===== config.mk =====
export PLATFORM = sky130hd
export DESIGN_NAME = dsi_i2c_slave
export DESIGN_NICKNAME = d
export VERILOG_FILES = /design/src/rtl/dsi_pkg.sv /design/src/rtl/dsi_rst_sync.sv /design/src/rtl/dsi_line_mon.sv /design/src/rtl/dsi_ptr.sv /design/src/rtl/dsi_i2c_slave.sv
export SDC_FILE = /design/constraint.sdc
export NUM_CORES = 1
export LEC_CHECK = 0
export CORE_MARGIN = 3
export CORE_UTILIZATION = 54
export CTS_CLUSTER_SIZE = 8
export DETAILED_ROUTE_END_ITERATION = 8
export GPL_TIMING_DRIVEN = 0
export PLACE_DENSITY = 0.88
export SLEW_MARGIN = 20
export SYNTH_ARGS = -nofsm -noshare
export SYNTH_HDL_FRONTEND = slang
export SYNTH_SLANG_ARGS = --single-unit

===== constraint.sdc =====
create_clock -name clk -period 2.5 [get_ports clk]
set_input_delay 0.25 -clock clk [delete_from_list [all_inputs] [get_ports clk]]
set_output_delay 0.25 -clock clk [all_outputs]
set_load 0.01 [all_outputs]

===== src/rtl/dsi_pkg.sv =====
package dsi_pkg;
  typedef enum logic [2:0] {
    PH_IDLE,
    PH_DEV,
    PH_AHI,
    PH_ALO,
    PH_WDAT,
    PH_RDAT,
    PH_SKIP
  } phase_e;

  typedef enum logic {
    SP_MEM,
    SP_REG
  } space_e;
endpackage


===== src/rtl/dsi_rst_sync.sv =====
module dsi_rst_sync (
  input  logic clk,
  input  logic rst_n,
  output logic rst_sync_n
);
  logic [1:0] stage_q;

  always_ff @(posedge clk or negedge rst_n) begin
    if (!rst_n) stage_q <= 2'b00;
    else        stage_q <= {stage_q[0], 1'b1};
  end

  assign rst_sync_n = stage_q[1];
endmodule


===== src/rtl/dsi_line_mon.sv =====
module dsi_line_mon (
  input  logic clk,
  input  logic rst_n,
  input  logic scl_i,
  input  logic sda_i,
  output logic scl_lvl,
  output logic sda_lvl,
  output logic ev_rise,
  output logic ev_fall,
  output logic ev_start,
  output logic ev_stop
);
  logic [2:0] scl_q, sda_q;
  logic [2:0] scl_d, sda_d;

  always_comb begin
    scl_d = {scl_q[1:0], scl_i};
    sda_d = {sda_q[1:0], sda_i};
  end

  always_ff @(posedge clk or negedge rst_n) begin
    if (!rst_n) begin
      scl_q <= 3'b111;
      sda_q <= 3'b111;
    end else begin
      scl_q <= scl_d;
      sda_q <= sda_d;
    end
  end

  assign scl_lvl  = scl_q[1];
  assign sda_lvl  = sda_q[1];
  assign ev_rise  = scl_q[1] & ~scl_q[2];
  assign ev_fall  = ~scl_q[1] & scl_q[2];
  assign ev_start = scl_q[1] & scl_q[2] & sda_q[2] & ~sda_q[1];
  assign ev_stop  = scl_q[1] & scl_q[2] & ~sda_q[2] & sda_q[1];
endmodule


===== src/rtl/dsi_ptr.sv =====
module dsi_ptr #(
  parameter int AW    = 4,
  parameter int COUNT = 16
) (
  input  logic          clk,
  input  logic          rst_n,
  input  logic          load,
  input  logic [15:0]   load_val,
  input  logic          inc,
  output logic [AW-1:0] ptr
);
  localparam logic [AW-1:0] LAST = AW'(COUNT - 1);

  logic [AW-1:0] ptr_d;
  logic [AW-1:0] trunc;
  logic          unused_hi;

  assign trunc     = load_val[AW-1:0];
  assign unused_hi = ^load_val[15:AW];

  always_comb begin
    ptr_d = ptr;
    if (load)     ptr_d = (trunc > LAST) ? '0 : trunc;
    else if (inc) ptr_d = (ptr == LAST) ? '0 : ptr + AW'(1);
  end

  always_ff @(posedge clk or negedge rst_n) begin
    if (!rst_n) ptr <= '0;
    else        ptr <= ptr_d;
  end

  // pointer never leaves the legal index range
  p_ptr_in_range_r8: assert property (@(posedge clk) disable iff (!rst_n)
    ptr <= LAST) else $error("pointer out of range");

  // with no load and no increment the pointer keeps its value
  p_ptr_hold_r9: assert property (@(posedge clk) disable iff (!rst_n)
    (!load && !inc) |=> $stable(ptr)) else $error("pointer moved without request");
endmodule


===== src/rtl/dsi_i2c_slave.sv =====
module dsi_i2c_slave
  import dsi_pkg::*;
#(
  parameter logic [6:0] MEM_ID    = 7'h50,
  parameter logic [6:0] REG_ID    = 7'h68,
  parameter int         MEM_AW    = 10,
  parameter int         REG_COUNT = 24,
  localparam int        REG_AW    = $clog2(REG_COUNT)
) (
  input  logic              clk,
  input  logic              rst_n,
  input  logic              scl_i,
  input  logic              sda_i,
  output logic              sda_oe,
  output logic [MEM_AW-1:0] mem_addr,
  output logic              mem_we,
  output logic [7:0]        mem_wdata,
  input  logic [7:0]        mem_rdata,
  output logic [REG_AW-1:0] reg_addr,
  output logic              reg_we,
  output logic [7:0]        reg_wdata,
  input  logic [7:0]        reg_rdata
);
  localparam int MEM_COUNT = 1 << MEM_AW;

  logic rst_sync_n;
  logic scl_lvl, sda_lvl, ev_rise, ev_fall, ev_start, ev_stop;

  dsi_rst_sync u_rst (.clk(clk), .rst_n(rst_n), .rst_sync_n(rst_sync_n));

  dsi_line_mon u_line (
    .clk(clk), .rst_n(rst_sync_n), .scl_i(scl_i), .sda_i(sda_i),
    .scl_lvl(scl_lvl), .sda_lvl(sda_lvl), .ev_rise(ev_rise), .ev_fall(ev_fall),
    .ev_start(ev_start), .ev_stop(ev_stop)
  );

  phase_e      phase_q, phase_d;
  space_e      space_q, space_d;
  logic [3:0]  cnt_q, cnt_d;
  logic        in_ack_q, in_ack_d;
  logic        mslot_q, mslot_d;
  logic [7:0]  shreg_q, shreg_d;
  logic [7:0]  tx_q, tx_d;
  logic [7:0]  hi_q, hi_d;
  logic        oe_q, oe_d;
  logic        mem_we_q, mem_we_d, reg_we_q, reg_we_d;
  logic [7:0]  wdata_q, wdata_d;
  logic        inc_mem_q, inc_mem_d, inc_reg_q, inc_reg_d;
  logic        ld_mem, ld_reg;
  logic [15:0] ld_val;
  logic [7:0]  rd_byte;
  logic        hit_mem, hit_reg;
  logic [MEM_AW-1:0] mem_ptr;
  logic [REG_AW-1:0] reg_ptr;

  assign rd_byte = (space_q == SP_MEM) ? mem_rdata : reg_rdata;
  assign hit_mem = (shreg_q[7:1] == MEM_ID);
  assign hit_reg = (shreg_q[7:1] == REG_ID);
  assign ld_val  = {(space_q == SP_MEM) ? hi_q : 8'h00, shreg_q};

  always_comb begin
    phase_d   = phase_q;
    space_d   = space_q;
    cnt_d     = cnt_q;
    in_ack_d  = in_ack_q;
    mslot_d   = mslot_q;
    shreg_d   = shreg_q;
    tx_d      = tx_q;
    hi_d      = hi_q;
    oe_d      = oe_q;
    wdata_d   = wdata_q;
    mem_we_d  = 1'b0;
    reg_we_d  = 1'b0;
    inc_mem_d = 1'b0;
    inc_reg_d = 1'b0;
    ld_mem    = 1'b0;
    ld_reg    = 1'b0;
    if (ev_start || ev_stop) begin
      phase_d  = ev_start ? PH_DEV : PH_IDLE;
      cnt_d    = 4'd0;
      in_ack_d = 1'b0;
      mslot_d  = 1'b0;
      oe_d     = 1'b0;
    end else if (phase_q == PH_RDAT) begin
      if (ev_rise) begin
        if (in_ack_q) begin
          if (mslot_q && sda_lvl) begin
            phase_d  = PH_SKIP;
            in_ack_d = 1'b0;
          end
        end else if (cnt_q < 4'd8) begin
          cnt_d = cnt_q + 4'd1;
        end
      end else if (ev_fall) begin
        if (in_ack_q) begin
          tx_d      = {rd_byte[6:0], 1'b0};
          oe_d      = ~rd_byte[7];
          cnt_d     = 4'd0;
          in_ack_d  = 1'b0;
          inc_mem_d = (space_q == SP_MEM);
          inc_reg_d = (space_q == SP_REG);
        end else if (cnt_q == 4'd8) begin
          oe_d     = 1'b0;
          in_ack_d = 1'b1;
          mslot_d  = 1'b1;
        end else begin
          oe_d = ~tx_q[7];
          tx_d = {tx_q[6:0], 1'b0};
        end
      end
    end else if (phase_q inside {PH_DEV, PH_AHI, PH_ALO, PH_WDAT}) begin
      if (ev_rise && !in_ack_q && cnt_q < 4'd8) begin
        shreg_d = {shreg_q[6:0], sda_lvl};
        cnt_d   = cnt_q + 4'd1;
      end else if (ev_fall) begin
        if (in_ack_q) begin
          in_ack_d = 1'b0;
          cnt_d    = 4'd0;
          oe_d     = 1'b0;
        end else if (cnt_q == 4'd8) begin
          in_ack_d = 1'b1;
          oe_d     = 1'b1;
          case (phase_q)
            PH_DEV: begin
              if (hit_mem || hit_reg) begin
                space_d = hit_reg ? SP_REG : SP_MEM;
                mslot_d = 1'b0;
                if (shreg_q[0]) phase_d = PH_RDAT;
                else            phase_d = hit_reg ? PH_ALO : PH_AHI;
              end else begin
                phase_d  = PH_SKIP;
                in_ack_d = 1'b0;
                oe_d     = 1'b0;
              end
            end
            PH_AHI: begin
              hi_d    = shreg_q;
              phase_d = PH_ALO;
            end
            PH_ALO: begin
              ld_mem  = (space_q == SP_MEM);
              ld_reg  = (space_q == SP_REG);
              phase_d = PH_WDAT;
            end
            default: begin
              wdata_d   = shreg_q;
              mem_we_d  = (space_q == SP_MEM);
              reg_we_d  = (space_q == SP_REG);
              inc_mem_d = (space_q == SP_MEM);
              inc_reg_d = (space_q == SP_REG);
            end
          endcase
        end
      end
    end
  end

  always_ff @(posedge clk or negedge rst_sync_n) begin
    if (!rst_sync_n) begin
      phase_q   <= PH_IDLE;
      space_q   <= SP_MEM;
      cnt_q     <= 4'd0;
      in_ack_q  <= 1'b0;
      mslot_q   <= 1'b0;
      shreg_q   <= 8'h00;
      tx_q      <= 8'h00;
      hi_q      <= 8'h00;
      oe_q      <= 1'b0;
      wdata_q   <= 8'h00;
      mem_we_q  <= 1'b0;
      reg_we_q  <= 1'b0;
      inc_mem_q <= 1'b0;
      inc_reg_q <= 1'b0;
    end else begin
      phase_q   <= phase_d;
      space_q   <= space_d;
      cnt_q     <= cnt_d;
      in_ack_q  <= in_ack_d;
      mslot_q   <= mslot_d;
      shreg_q   <= shreg_d;
      tx_q      <= tx_d;
      hi_q      <= hi_d;
      oe_q      <= oe_d;
      wdata_q   <= wdata_d;
      mem_we_q  <= mem_we_d;
      reg_we_q  <= reg_we_d;
      inc_mem_q <= inc_mem_d;
      inc_reg_q <= inc_reg_d;
    end
  end

  dsi_ptr #(.AW(MEM_AW), .COUNT(MEM_COUNT)) u_mem_ptr (
    .clk(clk), .rst_n(rst_sync_n), .load(ld_mem), .load_val(ld_val),
    .inc(inc_mem_q), .ptr(mem_ptr)
  );

  dsi_ptr #(.AW(REG_AW), .COUNT(REG_COUNT)) u_reg_ptr (
    .clk(clk), .rst_n(rst_sync_n), .load(ld_reg), .load_val(ld_val),
    .inc(inc_reg_q), .ptr(reg_ptr)
  );

  assign sda_oe    = oe_q;
  assign mem_addr  = mem_ptr;
  assign mem_we    = mem_we_q;
  assign mem_wdata = wdata_q;
  assign reg_addr  = reg_ptr;
  assign reg_we    = reg_we_q;
  assign reg_wdata = wdata_q;

  // an ignored transaction never drives SDA and never writes
  p_skip_quiet_r1: assert property (@(posedge clk) disable iff (!rst_sync_n)
    (phase_q == PH_SKIP) |-> (!oe_q && !mem_we_q && !reg_we_q))
    else $error("ignored transaction touched the bus or storage");

  // a storage write only follows a data byte received after the address
  p_mem_we_src_r4: assert property (@(posedge clk) disable iff (!rst_sync_n)
    mem_we_q |-> $past(phase_q == PH_WDAT)) else $error("memory write outside data phase");
  p_reg_we_src_r4: assert property (@(posedge clk) disable iff (!rst_sync_n)
    reg_we_q |-> $past(phase_q == PH_WDAT)) else $error("register write outside data phase");

  // write strobe is a single clock
  p_mem_we_pulse_r2: assert property (@(posedge clk) disable iff (!rst_sync_n)
    mem_we_q |=> !mem_we_q) else $error("memory strobe longer than one clock");

  // the idle space's pointer stays put
  p_reg_ptr_kept_r7: assert property (@(posedge clk) disable iff (!rst_sync_n)
    (space_q == SP_MEM && $past(space_q) == SP_MEM) |-> $stable(reg_ptr))
    else $error("register pointer moved during memory access");
  p_mem_ptr_kept_r7: assert property (@(posedge clk) disable iff (!rst_sync_n)
    (space_q == SP_REG && $past(space_q) == SP_REG) |-> $stable(mem_ptr))
    else $error("memory pointer moved during register access");

  // SDA enable toggles only while SCL is low
  p_oe_scl_low_r10: assert property (@(posedge clk) disable iff (!rst_sync_n)
    (oe_q != $past(oe_q)) |-> !$past(scl_lvl)) else $error("SDA changed with SCL high");
endmodule


==> impl_metrics.tcl <==
set metrics [dict create \
    drcViolationCount 0 \
    grtUsageTotal 0.2101 \
    min_path_type "in -> async" \
    final.min_clock_period_ps 2260 \
    power.leakage_uw 0.001841 \
    wirelength_um 7245 \
    path_clk_slew_ps 60 \
    finalMaxSlewViolations 0 \
    crit_path_end_kind "flip-flop" \
    synth.avg_cell_area_um2 10.24 \
    yosysWarnings 0 \
    start_util 0.5677 \
    cts_max_path_buffers 2 \
    io_buffers 53 \
    synth.ff_latch_count 63 \
    dp.cells 463 \
    postCtsSetupBuffers 0 \
    io_pins 54 \
    vdd_drop_max_mv 0.4149 \
    status "complete, no violations" \
    r2r_cells 6 \
    numCtsBuffers 9 \
    startpoint_type "flip-flop" \
    vias 2748 \
    synth_area_leaders "dfrtp_1 (42%), mux2_2 (5.9%), dfstp_2 (4.6%)" \
    slew_headroom 0.6709 \
    rr_startpoint "u_line.scl_q[2]$_DFF_PN1_" \
    synth.top_cell.area_share 0.4170 \
    cts-htree-levels 3 \
    synth-edff-count 0 \
    rows 28 \
    avgViaCountPerCell 5.737 \
    yosys.area.top_type "dfrtp_1" \
    cts_resized 0 \
    utilization 0.7045 \
    cts_sinks 63 \
    dr.pass1.iters 4 \
    tns_ps 0 \
    syn-cell-area_um2 3421 \
    finalSetupViolCount 0 \
    yosysSeqAreaShare 0.4631 \
    layout-drive-gt1-share 0.1757 \
    dp_slack_ps 251.6 \
    finalHoldViolations 0 \
    period_share 0.9038 \
    antenna_found_initial 0 \
    drt_iter0_markers 196 \
    ant_nets 0 \
    async_flop_share 1.000 \
    die_x_um 85.59 \
    tightest_slew_ps 489.8 \
    grt_pass1_vias 2604 \
    nFillCells 440 \
    netlist_instances 334 \
    crit_start "u_line.scl_q[2]$_DFF_PN1_" \
    power.total_uw 2692 \
    layout.cells.non_filler 479 \
    area_delta_synth_final_pct 24.10 \
    crit_required_ps 2710 \
    synth_nets 361 \
    diodes 0 \
    setup_ws_ps 240.5 \
    overflow 0 \
    reg2reg_slack_ps 240 \
    synth.most_common_cell "dfrtp_1" \
    rsz0062_at_grt "no" \
    p_per_area_nw_per_um2 634.1 \
    routedWlPerCell_um 15.13 \
    synth_cell_type_count 60 \
    cts_tree "built" \
    dieArea_um2 7326 \
    yosys_most_used_dff "dfrtp_1" \
    die_height_um 85.59 \
    fin_worst_skew_ps 9.393 \
    hpwlAfterDp_um 5418 \
    gp_congestion 0.8913 \
    cts_root_buf "clkbuf_8" \
    cts_hold_buf 0 \
    grt_pass1_wl_um 12190 \
    synthTopCellsByCount "dfrtp_1 (57), nand2_1 (36), o21ai_0 (29)" \
    r2r-end "mem_wdata[5]$_DFFE_PN0P_" \
    grt_start_max_net_pins 43 \
    crit_fanout 10 \
    timing.fmax_mhz 442.6 \
    critical_path_arrival_ps 2470 \
    worstSetupPathType "reg -> reg" \
    core_area_um2 6026 \
    clk_latency_ps 340 \
    max_cap_viol_count 0 \
    fin_nets 426 \
]
[metal layers]
metal | part of all wire | track usage | wire (µm) | vias to the layer above
met5 | 0 | 0 | 0 | -
met4 | 0.014 | 0.06475 | 105 | 0
met3 | 0.052 | 0.06340 | 378 | 12
met2 | 0.51 | 0.3439 | 3664 | 75
met1 | 0.43 | 0.2691 | 3097 | 1341
li1 | - | - | - | 1320
[where the power goes]
group	total (µW)	switching (µW)	internal [µW]
clock	790	379	411
combinational	637	350	287
sequential	1260	130	1130
[worst max-delay path, cell delays in order, from the launching register on]
cell,delay [ps]
dfstp_2,540
ha_1,310
nand2b_4,100
a211oi_2,400
and3_1,250
buf_4,190
mux2_1,340
[worst max path at each step]
stage | end | slack, ps | cells past startpoint
6_report | mem_wdata[5]$_DFFE_PN0P_ | 240 | 6
5_1_grt | shreg_q[1]$_DFFE_PN0P_ | 120 | 5
4_1_cts | shreg_q[1]$_DFFE_PN0P_ | 240 | 5
3_5_place_dp | shreg_q[1]$_DFFE_PN0P_ | 250 | 5
3_3_place_gp | u_reg_ptr.ptr[0]$_DFFE_PN0P_ | 50 | 0
2_1_floorplan | phase_q[0]$_DFFE_PN0P_ | 490 | 7
[layout by cell type (no fill, tap or decap), types with 5 or more instances in the layout]
| master | instances |
|---|---|
| nor3_1 | 5 |
| o21ai_0 | 29 |
| buf_4 | 12 |
| buf_2 | 5 |
| dfrtp_1 | 56 |
| clkbuf_8 | 11 |
| nor2_1 | 16 |
| ha_1 | 7 |
| clkdlybuf4s50_1 | 53 |
| clkbuf_1 | 7 |
| mux2_2 | 18 |
| nand3_1 | 10 |
| mux2i_1 | 9 |
| mux2_1 | 11 |
| inv_1 | 10 |
| dfstp_2 | 6 |
| xor2_1 | 5 |
| and3_1 | 6 |
| nand2_1 | 36 |
| a21oi_1 | 22 |
[through the flow]
step / area [µm²] / hold WS [ps]
finish: 4245 / 69.54
global route: 4245 / 41.24
CTS: 4245 / 64.57
detailed placement: 4069 / 217.7
global placement: 4045 / 337.7
floorplan: 3421 / -45.59
[cell families (layout without fill, tap and decap cells)]
logic type,after synthesis,count (layout),synth area share
and+or+nand+nor,112,112,0.1862
AOI/OAI and AO/OA,72,72,0.1299
DFF,63,63,0.4631
muxes,38,38,0.1218
buffers and inverters,34,104,0.05450
adders and majority gates,7,7,0.02560
xor gates and xnor gates,7,7,0.01792
other,1,1,0.001096
[sequential cells by signal, indices dropped and copies added, names as in the netlist, 4 cells and up]
signal / count
u_mem_ptr.ptr: 10
shreg_q: 8
cnt_q: 4
u_reg_ptr.ptr: 5
tx_q: 7
mem_wdata: 8
[layout make-up]
class / count / area, µm² / area share
multi-input combinational: 237 / 1650 / 0.3887
inverter: 10 / 37.54 / 0.008842
clock buffer: 13 / 158.9 / 0.03743
tap: 75 / 93.84 / 0.02210
sequential: 63 / 1588 / 0.3740
timing repair buffer: 54 / 550.5 / 0.1297
clock inverter: 3 / 17.52 / 0.004126
buffer: 24 / 148.9 / 0.03507
Note: power is estimated with default switching activity, not from simulation.
